## src/rtl/ctx_shadow_pkg.sv

```systemverilog
package ctx_shadow_pkg;

    // Action chosen for one cycle by the event decoder.
    typedef enum logic [1:0] {
        ACT_IDLE = 2'b00,
        ACT_SAVE = 2'b01,
        ACT_LOAD = 2'b10,
        ACT_BOTH = 2'b11
    } ctx_act_e;

    function automatic logic act_saves(input ctx_act_e a);
        return (a == ACT_SAVE) || (a == ACT_BOTH);
    endfunction

    function automatic logic act_loads(input ctx_act_e a);
        return (a == ACT_LOAD) || (a == ACT_BOTH);
    endfunction

endpackage

```

## src/rtl/ctx_shadow_decode.sv

```systemverilog
module ctx_shadow_decode
    import ctx_shadow_pkg::*;
(
    input  logic     ev_irq_entry,
    input  logic     ev_call,
    input  logic     ev_ret,
    input  logic     ev_reti,
    input  logic     opt_fast,
    output ctx_act_e act
);
    logic save_req;
    logic load_req;

    always_comb begin
        // Interrupt entry saves unconditionally; a call saves only when fast.
        save_req = ev_irq_entry || (ev_call && opt_fast);
        // Both return kinds restore only when fast.
        load_req = (ev_ret || ev_reti) && opt_fast;
        unique case ({load_req, save_req})
            2'b01:   act = ACT_SAVE;
            2'b10:   act = ACT_LOAD;
            2'b11:   act = ACT_BOTH;
            default: act = ACT_IDLE;
        endcase
    end
endmodule

```

## src/rtl/ctx_shadow_store.sv

```systemverilog
module ctx_shadow_store
    import ctx_shadow_pkg::*;
#(
    parameter int CTX_W = 17
) (
    input  logic             clk,
    input  logic             rst_n,
    input  ctx_act_e         act,
    input  logic [CTX_W-1:0] live_ctx,
    output logic [CTX_W-1:0] held_ctx
);
    typedef struct packed {
        logic [CTX_W-1:0] ctx;
    } store_t;

    store_t st_d, st_q;

    always_comb begin
        st_d = st_q;
        if (act_saves(act)) begin
            st_d.ctx = live_ctx;
        end
    end

    always_ff @(posedge clk or negedge rst_n) begin
        if (!rst_n) begin
            st_q <= '0;
        end else begin
            st_q <= st_d;
        end
    end

    assign held_ctx = st_q.ctx;
endmodule

```

## src/rtl/ctx_shadow_restore.sv

```systemverilog
module ctx_shadow_restore
    import ctx_shadow_pkg::*;
#(
    parameter int CTX_W = 17
) (
    input  logic             clk,
    input  logic             rst_n,
    input  ctx_act_e         act,
    input  logic [CTX_W-1:0] held_ctx,
    output logic [CTX_W-1:0] out_ctx,
    output logic             out_vld
);
    typedef struct packed {
        logic [CTX_W-1:0] ctx;
        logic             vld;
    } rest_t;

    rest_t rs_d, rs_q;

    always_comb begin
        rs_d     = rs_q;
        rs_d.vld = 1'b0;
        if (act_loads(act)) begin
            // Reads the copy from before this cycle's save.
            rs_d.ctx = held_ctx;
            rs_d.vld = 1'b1;
        end
    end

    always_ff @(posedge clk or negedge rst_n) begin
        if (!rst_n) begin
            rs_q <= '0;
        end else begin
            rs_q <= rs_d;
        end
    end

    assign out_ctx = rs_q.ctx;
    assign out_vld = rs_q.vld;
endmodule

```

## src/rtl/ctx_shadow.sv

```systemverilog
module ctx_shadow
    import ctx_shadow_pkg::*;
#(
    parameter int STAT_W = 5,
    parameter int WREG_W = 8,
    parameter int BANK_W = 4
) (
    input  logic              clk,
    input  logic              rst_n,
    input  logic [STAT_W-1:0] live_status,
    input  logic [WREG_W-1:0] live_wreg,
    input  logic [BANK_W-1:0] live_bank,
    input  logic              ev_irq_entry,
    input  logic              ev_call,
    input  logic              ev_ret,
    input  logic              ev_reti,
    input  logic              opt_fast,
    output logic [STAT_W-1:0] rest_status,
    output logic [WREG_W-1:0] rest_wreg,
    output logic [BANK_W-1:0] rest_bank,
    output logic              rest_valid
);
    localparam int CTX_W = STAT_W + WREG_W + BANK_W;

    ctx_act_e         act;
    logic [CTX_W-1:0] live_ctx;
    logic [CTX_W-1:0] held_ctx;
    logic [CTX_W-1:0] out_ctx;

    assign live_ctx = {live_status, live_wreg, live_bank};

    ctx_shadow_decode i_decode (
        .ev_irq_entry (ev_irq_entry),
        .ev_call      (ev_call),
        .ev_ret       (ev_ret),
        .ev_reti      (ev_reti),
        .opt_fast     (opt_fast),
        .act          (act)
    );

    ctx_shadow_store #(.CTX_W(CTX_W)) i_store (
        .clk      (clk),
        .rst_n    (rst_n),
        .act      (act),
        .live_ctx (live_ctx),
        .held_ctx (held_ctx)
    );

    ctx_shadow_restore #(.CTX_W(CTX_W)) i_restore (
        .clk      (clk),
        .rst_n    (rst_n),
        .act      (act),
        .held_ctx (held_ctx),
        .out_ctx  (out_ctx),
        .out_vld  (rest_valid)
    );

    assign {rest_status, rest_wreg, rest_bank} = out_ctx;
endmodule

```

## config.mk

```make
export PLATFORM = sky130hd
export DESIGN_NAME = ctx_shadow
export DESIGN_NICKNAME = d
export VERILOG_FILES = /design/src/rtl/ctx_shadow_pkg.sv /design/src/rtl/ctx_shadow_decode.sv /design/src/rtl/ctx_shadow_store.sv /design/src/rtl/ctx_shadow_restore.sv /design/src/rtl/ctx_shadow.sv
export SDC_FILE = /design/constraint.sdc
export NUM_CORES = 1
export LEC_CHECK = 0
export BUFFER_PORTS_ARGS = -buffer_cell sky130_fd_sc_hd__buf_2
export CORE_UTILIZATION = 40
export CTS_BUF_LIST = sky130_fd_sc_hd__clkbuf_16
export DETAILED_ROUTE_END_ITERATION = 6
export GPL_ROUTABILITY_DRIVEN = 0
export PLACE_DENSITY = 0.69
export REMOVE_ABC_BUFFERS = 1
export SETUP_SLACK_MARGIN = 0.2
export SYNTH_ARGS = -nofsm -noshare
export SYNTH_HDL_FRONTEND = slang
export SYNTH_SLANG_ARGS = --single-unit
```

## constraint.sdc

```tcl
create_clock -name clk -period 2 [get_ports clk]
set_input_delay 0.2 -clock clk [delete_from_list [all_inputs] [get_ports clk]]
set_output_delay 0.2 -clock clk [all_outputs]
set_load 0.1 [all_outputs]
```

==> results.yml, run 1 <==
timing:
  clock_skew_ps: 2.04
  finalSetupTns_ps: 0
  max_slew_violation_count: 0
  tightestPinTransition_ps: 762
  min_period_over_period_pct: 63.2
  final_hold_viol_count: 3
  slew-limit-headroom_pct: 49.2
  finalSetupViolations: 0
  holdWs_ps: -0.963
  final.min_clock_period_ps: 1260
  rsz0062_at_grt: "false"
  timing.fmax_mhz: 792
power_and_ir_drop:
  pwr_density_cell_nw_per_um2: 1300
  power.ir.vdd_worst_uv: 534
  total_leakage_power_uw: 0.000886
layout:
  layout.area.seq_um2: 876
  multi_input_area_um2: 487
  nNetsFinal: 146
  area_overhead_vs_synth_pct: 27.9
  layout.filler_cells: 298
  drive_above_1_share_pct: 69.1
  antennaDiodeCount: 0
  final_cell_area_um2: 1780
clock_tree:
  cts-buffers-inserted: 5
  buffers_inserted_during_post_cts_setup_optimization: 0
  tritoncts: "done"
  skew_pair_late_insertion_delay_ps: 270
  postCtsHoldBufs: 0
  clk_transition_reported_paths_ps: 50
  cts_num_sinks: 35
  cts_resized: 0
  cts_buffer_depth: 2
  cts_max_level: 2
  clock_tree.root_cell: "sky130_fd_sc_hd__clkbuf_16"
setup_path:
  cp.required_ps: 1800
  crit_slowest_cell: "sky130_fd_sc_hd__buf_2"
  worstSetupPathType: "reg -> out"
  timing.critical_path.from_type: "flip-flop"
  worst_path_dominant_cell_family: "buffers and inverters"
  timing.critical_path.depth: 1
  path_buf_inv: 1
  critical_path.endpoint_type: "primary output"
  critPathArrivalTime_ps: 1060
  cp_max_fo: 2
  critical_path.cell_chain: "buf_2"
  cp_slowest_stage_delay_ps: 430
  rr_worst_depth: 1
synth:
  mappedNetlistArea_um2: 1390
  synth.top_cell.area_share_pct: 62.9
  synth_top_area_cell: "sky130_fd_sc_hd__dfrtp_1"
  synth.avg_cell_area_um2: 18.8
  count_of_flip_flops_with_a_built_in_enable_after_synthesis: 0
  seq_area_frac_synth_pct: 62.9
  ys_async_sr_fraction_pct: 100
  yosys-top-cells-area: "sky130_fd_sc_hd__dfrtp_1, sky130_fd_sc_hd__mux2_4, sky130_fd_sc_hd__mux2_2, sky130_fd_sc_hd__a21oi_4, sky130_fd_sc_hd__o21ai_4"
  netlist-cell-type-count: 8
  ys_seq_elements: 35
  ys.warnings.count: 0
  synth_top_flop_cell: "sky130_fd_sc_hd__dfrtp_1"
  synth_commonest_cells: "sky130_fd_sc_hd__dfrtp_1, sky130_fd_sc_hd__mux2_4, sky130_fd_sc_hd__mux2_2"
  synth_cells: 74
  yosys.cell_count.top_type: "sky130_fd_sc_hd__dfrtp_1"
hold_path:
  hold_class: "in -> async"
grt:
  pin_count_of_the_biggest_net_entering_global_routing: 36
  antenna_violations_before_repair: 0
  grt_first_pass_wirelength_um: 3590
  global_route.usage.total_pct: 14.5
  first_global_vias: 756
  overflow: 0
floorplan:
  floorplan.io_pins: 42
  dieHeight_um: 61.0
  floorplan.die.width_um: 61.0
  floorplan.initialDensity_pct: 41.7
  core_area_um2: 3340
  row_cnt: 21
  fp.dieArea_um2: 3720
routing:
  detail_route.vias_per_cell: 4.60
  initial_drt_pass_iterations: 4
  detail_route.wl_per_cell_um: 14.0
  routed_wirelength_um: 2360
  post-route-drc-count: 0
  drt.antenna.violating_nets: 0
  routed-via-count: 778
  first_iter_violations: 22
placement:
  post-dp-hpwl_um: 1640
  dpl-instance-area_um2: 1640
  buffer_ports.inserted: 41
outcome:
  failed_checks: "negative hold slack"
  outcome: "finished with violations"
flow_run:
  max_cap_viol_count: 0
-- routing by layer --
layer | GRT usage [%] | vias up | part of all wire [%]
met5 | 0 | - | 0
met4 | 8.77 | 0 | 1.2
met3 | 7.25 | 4 | 6.1
met2 | 20.6 | 28 | 47
met1 | 17.8 | 393 | 45
li1 | - | 353 | -
-- kinds of logic (layout without fill, tap and decap cells) --
| kind of cell | after synthesis | count (layout) | synth area share (%) |
|---|---|---|---|
| AO/OA/AOI/OAI | 2 | 2 | 2.34 |
| buffers and inverters | 3 | 52 | 2.16 |
| flip-flops | 35 | 35 | 62.9 |
| multiplexers | 34 | 34 | 32.6 |
-- flip-flops by register name, summed over array words and instances (netlist names) --
register and flops:
i_restore.out_ctx 17, i_store.held_ctx 17, i_restore.out_vld 1
-- through the flow --
step                      hold WS [ps]  setup WS (ps)  utilization, %  power [uW]  cells
final                           -0.963            737            53.4        2320    169
after global routing              59.6            698            53.4        2420    169
after CTS                         22.8            724            53.4        2350    169
after detailed placement           321            588            49.3        1630    161
after global placement             304            619            49.3        1620    161
after floorplan                  -95.6            740               -        1490     72
-- worst paths after layout --
| check | end | slack, ps | startpoint |
|---|---|---|---|
| setup / recovery | rest_status[1] | 740 | i_restore.out_ctx[13] |
| hold / removal | i_restore.out_ctx[11] | -1 | rst_n |
| min in group clk | i_store.held_ctx[5] | 160 | live_wreg[1] |
| hold reg to reg | i_restore.out_ctx[16] | 500 | i_restore.out_ctx[16] |
| setup reg to reg | i_restore.out_ctx[1] | 1230 | i_store.held_ctx[1] |
| max in group asynchronous | i_store.held_ctx[4] | 1520 | rst_n |
-- layout by cell type, fill, tap and decap left out --
cell / synthesis / layout
sky130_fd_sc_hd__a21oi_4: 1 / 1
sky130_fd_sc_hd__o21ai_4: 1 / 1
sky130_fd_sc_hd__clkinv_2: 0 / 1
sky130_fd_sc_hd__mux2_2: 15 / 15
sky130_fd_sc_hd__dfrtp_1: 35 / 35
sky130_fd_sc_hd__buf_4: 0 / 2
sky130_fd_sc_hd__buf_2: 0 / 41
sky130_fd_sc_hd__inv_1: 1 / 3
sky130_fd_sc_hd__mux2_4: 19 / 19
sky130_fd_sc_hd__clkbuf_16: 0 / 5
-- where the power goes --
group	switching [uW]	internal, uW	total (uW)	leakage (uW)
clock network	262	449	711	0.0000762
logic	576	179	755	0.000400
registers	49.1	808	857	0.000410
-- area by class of cell --
class / instances / share of cell area [%]
sequential: 35 / 49.2
multi-input combinational: 36 / 27.3
timing repair buffer: 43 / 12.4
clock buffer: 5 / 7.02
tap: 46 / 3.23
clock inverter: 3 / 0.702
inverter: 1 / 0.211
(Power assumes the default switching activity.)
==> run 2, diff against run 1 <==
--- a/config.mk
+++ b/config.mk
@@ -10,7 +10,7 @@
 export CTS_BUF_LIST = sky130_fd_sc_hd__clkbuf_16
 export DETAILED_ROUTE_END_ITERATION = 6
 export GPL_ROUTABILITY_DRIVEN = 0
-export PLACE_DENSITY = 0.69
+export PLACE_DENSITY = 0.71
 export REMOVE_ABC_BUFFERS = 1
 export SETUP_SLACK_MARGIN = 0.2
 export SYNTH_ARGS = -nofsm -noshare
==> constraint.sdc (replaced) <==
create_clock -name clk -period 1.15 [get_ports clk]
set_input_delay 0.115 -clock clk [delete_from_list [all_inputs] [get_ports clk]]
set_output_delay 0.115 -clock clk [all_outputs]
set_load 0.1 [all_outputs]
==> run 2 against run 1 <==
Compared with the run above: the run now ends clean; critical path type unchanged; sequential power grew 82%; critical endpoint is now rest_wreg[3]; cell count grew 5.3%; clock skew is essentially flat; total power up 95%; die area did not move; sequential cell count unchanged; worst hold slack better by 77 ps; design area is 23% higher; count of clock-buffer cells in the layout is the same; sequential share of layout area down 9.1 points; largest cell class unchanged; worst setup slack worse by 570 ps.
==> results.yml, run 2 (same netlist as run 1, synthesis figures left out) <==
outcome:
  outcome: "finished clean"
grt:
  global_route.usage.total_pct: 16.0
  grt_first_pass_wirelength_um: 4000
  first_global_vias: 852
  antenna_violations_before_repair: 0
  pin_count_of_the_biggest_net_entering_global_routing: 20
  overflow: 0
setup_path:
  critPathArrivalTime_ps: 870
  rr_worst_depth: 2
  path_buf_inv: 1
  timing.critical_path.depth: 1
  cp_slowest_stage_delay_ps: 410
  crit_slowest_cell: "sky130_fd_sc_hd__dfrtp_1"
  cp_max_fo: 2
  worstSetupPathType: "reg -> out"
  worst_path_dominant_cell_family: "flip-flops"
  timing.critical_path.from_type: "flip-flop"
  worst-r2r-setup-slack_ps: 220
  critical_path.cell_chain: "buf_12"
  cp.required_ps: 1030
  critical_path.endpoint_type: "primary output"
floorplan:
  floorplan.die.width_um: 61.0
  dieHeight_um: 61.0
  core_area_um2: 3340
  floorplan.initialDensity_pct: 41.7
  fp.dieArea_um2: 3720
  floorplan.io_pins: 42
  row_cnt: 21
timing:
  finalSetupTns_ps: 0
  tightestPinTransition_ps: 404
  rsz0062_at_grt: "true"
  finalSetupViolations: 0
  final.min_clock_period_ps: 981
  min_period_over_period_pct: 85.3
  slew-limit-headroom_pct: 73.1
  final_hold_viol_count: 0
  worst_slack_ps: 169
  clock_skew_ps: 2.04
  timing.fmax_mhz: 1020
  max_slew_violation_count: 0
layout:
  final-instance-count-excl-fill: 178
  area_overhead_vs_synth_pct: 57.1
  post-route-util_pct: 65.6
  layout.area.seq_um2: 876
  antennaDiodeCount: 0
  layout.filler_cells: 244
  multi_input_area_um2: 487
  final_cell_mix: "sky130_fd_sc_hd__dfrtp_1, sky130_fd_sc_hd__buf_2, sky130_fd_sc_hd__buf_12"
  drive_above_1_share_pct: 71.2
  nNetsFinal: 156
  final_common_cell: "sky130_fd_sc_hd__dfrtp_1"
routing:
  drt.antenna.violating_nets: 0
  detail_route.vias_per_cell: 4.52
  detail_route.wl_per_cell_um: 14.1
  first_iter_violations: 20
  routed-via-count: 804
  initial_drt_pass_iterations: 4
  post-route-drc-count: 0
  routed_wirelength_um: 2500
power_and_ir_drop:
  power.switching_fraction_pct: 35.5
  pwr-share-comb_pct: 39.1
  design_power_total_uw: 4540
  pwr-share-clk_pct: 26.5
  pwr_density_cell_nw_per_um2: 2070
  power.ir.vdd_worst_uv: 1360
  cellInternalPower_uw: 2930
  total_leakage_power_uw: 0.00104
  net-switching-power_uw: 1610
  share_seq_of_total_power_pct: 34.4
clock_tree:
  cts-buffers-inserted: 5
  cts_buffer_depth: 2
  cts_num_sinks: 35
  cts_max_level: 2
  skew_pair_late_insertion_delay_ps: 270
  tritoncts: "done"
  clk_transition_reported_paths_ps: 50
  cts_resized: 0
  clock_tree.root_cell: "sky130_fd_sc_hd__clkbuf_16"
hold_path:
  worstHoldPathCells: 2
  hold_class: "in -> reg"
flow_run:
  max_cap_viol_count: 0
placement:
  post-dp-hpwl_um: 1830
  buffer_ports.inserted: 41
  placed_cells_incl_taps: 164
  dpl_worst_slack_ps: 52.4
==> run 2: cell count changes in the layout (fill, tap and decap cells not counted) <==
cell	before	now
sky130_fd_sc_hd__buf_12	0	23
sky130_fd_sc_hd__buf_2	41	23
sky130_fd_sc_hd__buf_4	2	6
sky130_fd_sc_hd__clkinv_1	0	1
sky130_fd_sc_hd__dlygate4sd3_1	0	1
sky130_fd_sc_hd__inv_1	3	1
==> run 2: final timing paths <==
path,startpoint,to
worst min-delay path,live_wreg[3],i_store.held_ctx[7]
worst min register to register,i_store.held_ctx[8],i_restore.out_ctx[8]
worst max register to register,i_restore.out_ctx[7],i_restore.out_ctx[7]
worst max-delay path,i_restore.out_ctx[7],rest_wreg[3]
min in group asynchronous,rst_n,i_store.held_ctx[9]
max in group asynchronous,rst_n,i_restore.out_ctx[13]
==> run 2: worst register-to-register path: stages (launching register included) <==
cell,delay (ps)
sky130_fd_sc_hd__dfrtp_1,410
sky130_fd_sc_hd__buf_4,150
sky130_fd_sc_hd__mux2_4,250
==> run 2: what timing repair did <==
| item | CTS | global route |
|---|---|---|
| hold endpoints to repair | 16 | 0 |
| setup buffers | 5 | 1 |
| hold buffers | 1 | 0 |
| cloned | 0 | 0 |
| setup endpoints to repair | 18 | 19 |
==> run 2: per-layer routing <==
layer	share of wire, %	track usage (%)
met1	44	21.0
met2	49	23.4
met3	4.8	6.40
met4	1.7	6.82
met5	0	0
==> run 2: power by group through the flow <==
stage | Combinational [uW] | Clock, uW | Sequential, uW
finish | 1770 | 1200 | 1560
global route | 1830 | 1310 | 1580
CTS | 1780 | 1260 | 1560
detailed placement | 1720 | 0 | 1580
global placement | 1700 | 0 | 1570
floorplan | 262 | 0 | 2320
==> run 2: metrics by stage <==
stage,area [um^2],hold slack [ps]
finish,2190,76.1
global route,2190,77.3
CTS,2180,69.3
detailed placement,2000,68.6
global placement,2000,56.3
floorplan,1370,-181
==> run 2: cell type report <==
cell class | count | share of cell area, %
Clock inverter | 2 | 0.400
Clock buffer | 5 | 5.72
Timing Repair Buffer | 53 | 28.8
Sequential cell | 35 | 40.0
Multi-Input combinational cell | 36 | 22.2
Tap cell | 46 | 2.63
Inverter | 1 | 0.172
==> run 3, diff against run 2 <==
--- a/config.mk
+++ b/config.mk
@@ -6,11 +6,11 @@
 export NUM_CORES = 1
 export LEC_CHECK = 0
 export BUFFER_PORTS_ARGS = -buffer_cell sky130_fd_sc_hd__buf_2
-export CORE_UTILIZATION = 40
+export CORE_UTILIZATION = 45
 export CTS_BUF_LIST = sky130_fd_sc_hd__clkbuf_16
 export DETAILED_ROUTE_END_ITERATION = 6
 export GPL_ROUTABILITY_DRIVEN = 0
-export PLACE_DENSITY = 0.71
+export PLACE_DENSITY = 0.78
 export REMOVE_ABC_BUFFERS = 1
 export SETUP_SLACK_MARGIN = 0.2
 export SYNTH_ARGS = -nofsm -noshare
==> run 3 against run 2 <==
Compared with the run above: critical path type unchanged; critical path depth stayed put; via count is 3.0% higher; sequential cell count stayed put; count of clock-buffer cells in the layout stayed put; combinational power hardly changed; register-to-register slack hardly changed; the flow now finishes with violations (design-rule violations); worst hold slack worse by 5.6 ps; core utilization is 11 points higher; sequential power hardly changed; largest cell class unchanged; non-clock buffer count is 2 higher; global-route usage is 2.5 points higher; die area is 11% lower.
==> results.yml, run 3 (same netlist as run 1, synthesis figures left out) <==
clock_tree:
  cts_max_level: 2
  clock_tree.root_cell: "sky130_fd_sc_hd__clkbuf_16"
  cts_num_sinks: 35
  cts-buffers-inserted: 5
  cts_buffer_depth: 2
  skew_pair_late_insertion_delay_ps: 270
  clk_transition_reported_paths_ps: 50
  tritoncts: "done"
setup_path:
  critPathArrivalTime_ps: 880
  path_buf_inv: 1
  rr_worst_depth: 2
  worstSetupPathType: "reg -> out"
  critical_path.endpoint_type: "primary output"
  timing.critical_path.from_type: "flip-flop"
  reg2reg_to: "i_restore.out_ctx[1]"
  cp_max_fo: 2
  cp.required_ps: 1030
  worst-r2r-setup-slack_ps: 220
  critPathLaunch: "i_restore.out_ctx[8]"
  timing.critical_path.depth: 1
  crit_slowest_cell: "sky130_fd_sc_hd__dfrtp_1"
  cp_slowest_stage_delay_ps: 410
  capture_point_of_the_worst_path: "rest_wreg[4]"
  worst_path_dominant_cell_family: "flip-flops"
  critical_path.cell_chain: "buf_12"
  worst_r2r_startpoint: "i_restore.out_ctx[1]"
routing:
  initial_drt_pass_iterations: 6
  drt.antenna.violating_nets: 0
  detail_route.vias_per_cell: 4.99
  first_iter_violations: 19
  post-route-drc-count: 3
  routed-via-count: 828
  detail_route.wl_per_cell_um: 15.6
  routed_wirelength_um: 2590
timing:
  finalSetupViolations: 0
  tightestPinTransition_ps: 420
  slew-limit-headroom_pct: 72.0
  holdWs_ps: 70.5
  final.min_clock_period_ps: 995
  worst_slack_ps: 155
  finalSetupTns_ps: 0
  timing.fmax_mhz: 1000
  max_slew_violation_count: 0
  rsz0062_at_grt: "true"
  final_hold_viol_count: 0
  min_period_over_period_pct: 86.5
  clock_skew_ps: 2.18
layout:
  final_common_cell: "sky130_fd_sc_hd__dfrtp_1"
  antennaDiodeCount: 0
  area_overhead_vs_synth_pct: 56.2
  final_cell_area_um2: 2170
  nNetsFinal: 158
  drive_above_1_share_pct: 72.6
  final_cell_mix: "sky130_fd_sc_hd__dfrtp_1, sky130_fd_sc_hd__buf_2, sky130_fd_sc_hd__buf_12"
  final-instance-count-excl-fill: 166
power_and_ir_drop:
  power.ir.vdd_worst_uv: 1260
  total_leakage_power_uw: 0.00105
  pwr_density_cell_nw_per_um2: 2130
grt:
  first_global_vias: 928
  global_route.usage.total_pct: 18.5
  antenna_violations_before_repair: 0
  grt_first_pass_wirelength_um: 4420
  overflow: 0
  pin_count_of_the_biggest_net_entering_global_routing: 19
placement:
  dpl-instance-area_um2: 1940
  buffer_ports.inserted: 41
  placed_cells_incl_taps: 147
  post-dp-hpwl_um: 1700
  dpl_worst_slack_ps: 79.5
floorplan:
  floorplan.die.width_um: 57.6
  core_area_um2: 2850
  dieHeight_um: 57.6
  row_cnt: 19
  floorplan.initialDensity_pct: 48.8
  fp.dieArea_um2: 3320
  floorplan.io_pins: 42
hold_path:
  hold_class: "in -> reg"
outcome:
  failed_checks: "design-rule violations"
  outcome: "finished with violations"
flow_run:
  max_cap_viol_count: 0
[run 3: cell types whose count changed in the layout (fill, tap and decap cells not counted)]
cell,before,now
sky130_fd_sc_hd__buf_12,23,21
sky130_fd_sc_hd__buf_4,6,10
sky130_fd_sc_hd__clkinv_1,1,0
sky130_fd_sc_hd__clkinvlp_4,0,2
sky130_fd_sc_hd__mux2_2,15,14
sky130_fd_sc_hd__mux2_4,19,20
[run 3: power breakdown]
group | switching (uW) | total, uW | internal [uW]
sequential | 158 | 1560 | 1410
combinational | 1040 | 1800 | 760
clock | 479 | 1270 | 796
[run 3: per-stage QoR]
| step | total power [uW] | utilization (%) |
|---|---|---|
| CTS | 4650 | 75.3 |
| floorplan | 2580 | - |
| finish | 4630 | 76.2 |
| global placement | 3260 | 68.0 |
| global route | 4800 | 76.2 |
| detailed placement | 3280 | 68.0 |
[run 3: worst min-delay path by stage]
stage	start	slack, ps	end	cells after the start
CTS	live_bank[2]	60	i_store.held_ctx[2]	2
global placement	rst_n	70	i_restore.out_ctx[10]	1
detailed placement	rst_n	80	i_restore.out_ctx[10]	1
floorplan	rst_n	-180	i_restore.out_ctx[0]	0
global route	live_bank[2]	70	i_store.held_ctx[2]	2
finish	live_bank[3]	70	i_store.held_ctx[3]	2
[run 3: repair_timing]
item	in CTS	in global routing
endpoints found under the hold margin	17	0
hold buffers	1	0
buffers inserted	7	3
endpoints found under the setup margin	18	19
resized for setup	0	1
[run 3: area by class of cell]
| class | count | area [um^2] |
|---|---|---|
| timing repair buffer | 55 | 621 |
| clock buffer | 5 | 125 |
| tap | 31 | 38.8 |
| multi-input combinational | 36 | 490 |
| inverter | 1 | 3.75 |
| clock inverter | 3 | 20.0 |
| sequential | 35 | 876 |
| fill | 175 | 678 |
[run 3: per-layer routing]
metal	global-route usage, %	up-vias	part of all wire (%)
met5	0	-	0
met4	9.41	0	1.3
met3	6.25	4	6.6
met2	28.6	34	52
met1	23.3	411	40
li1	-	379	-
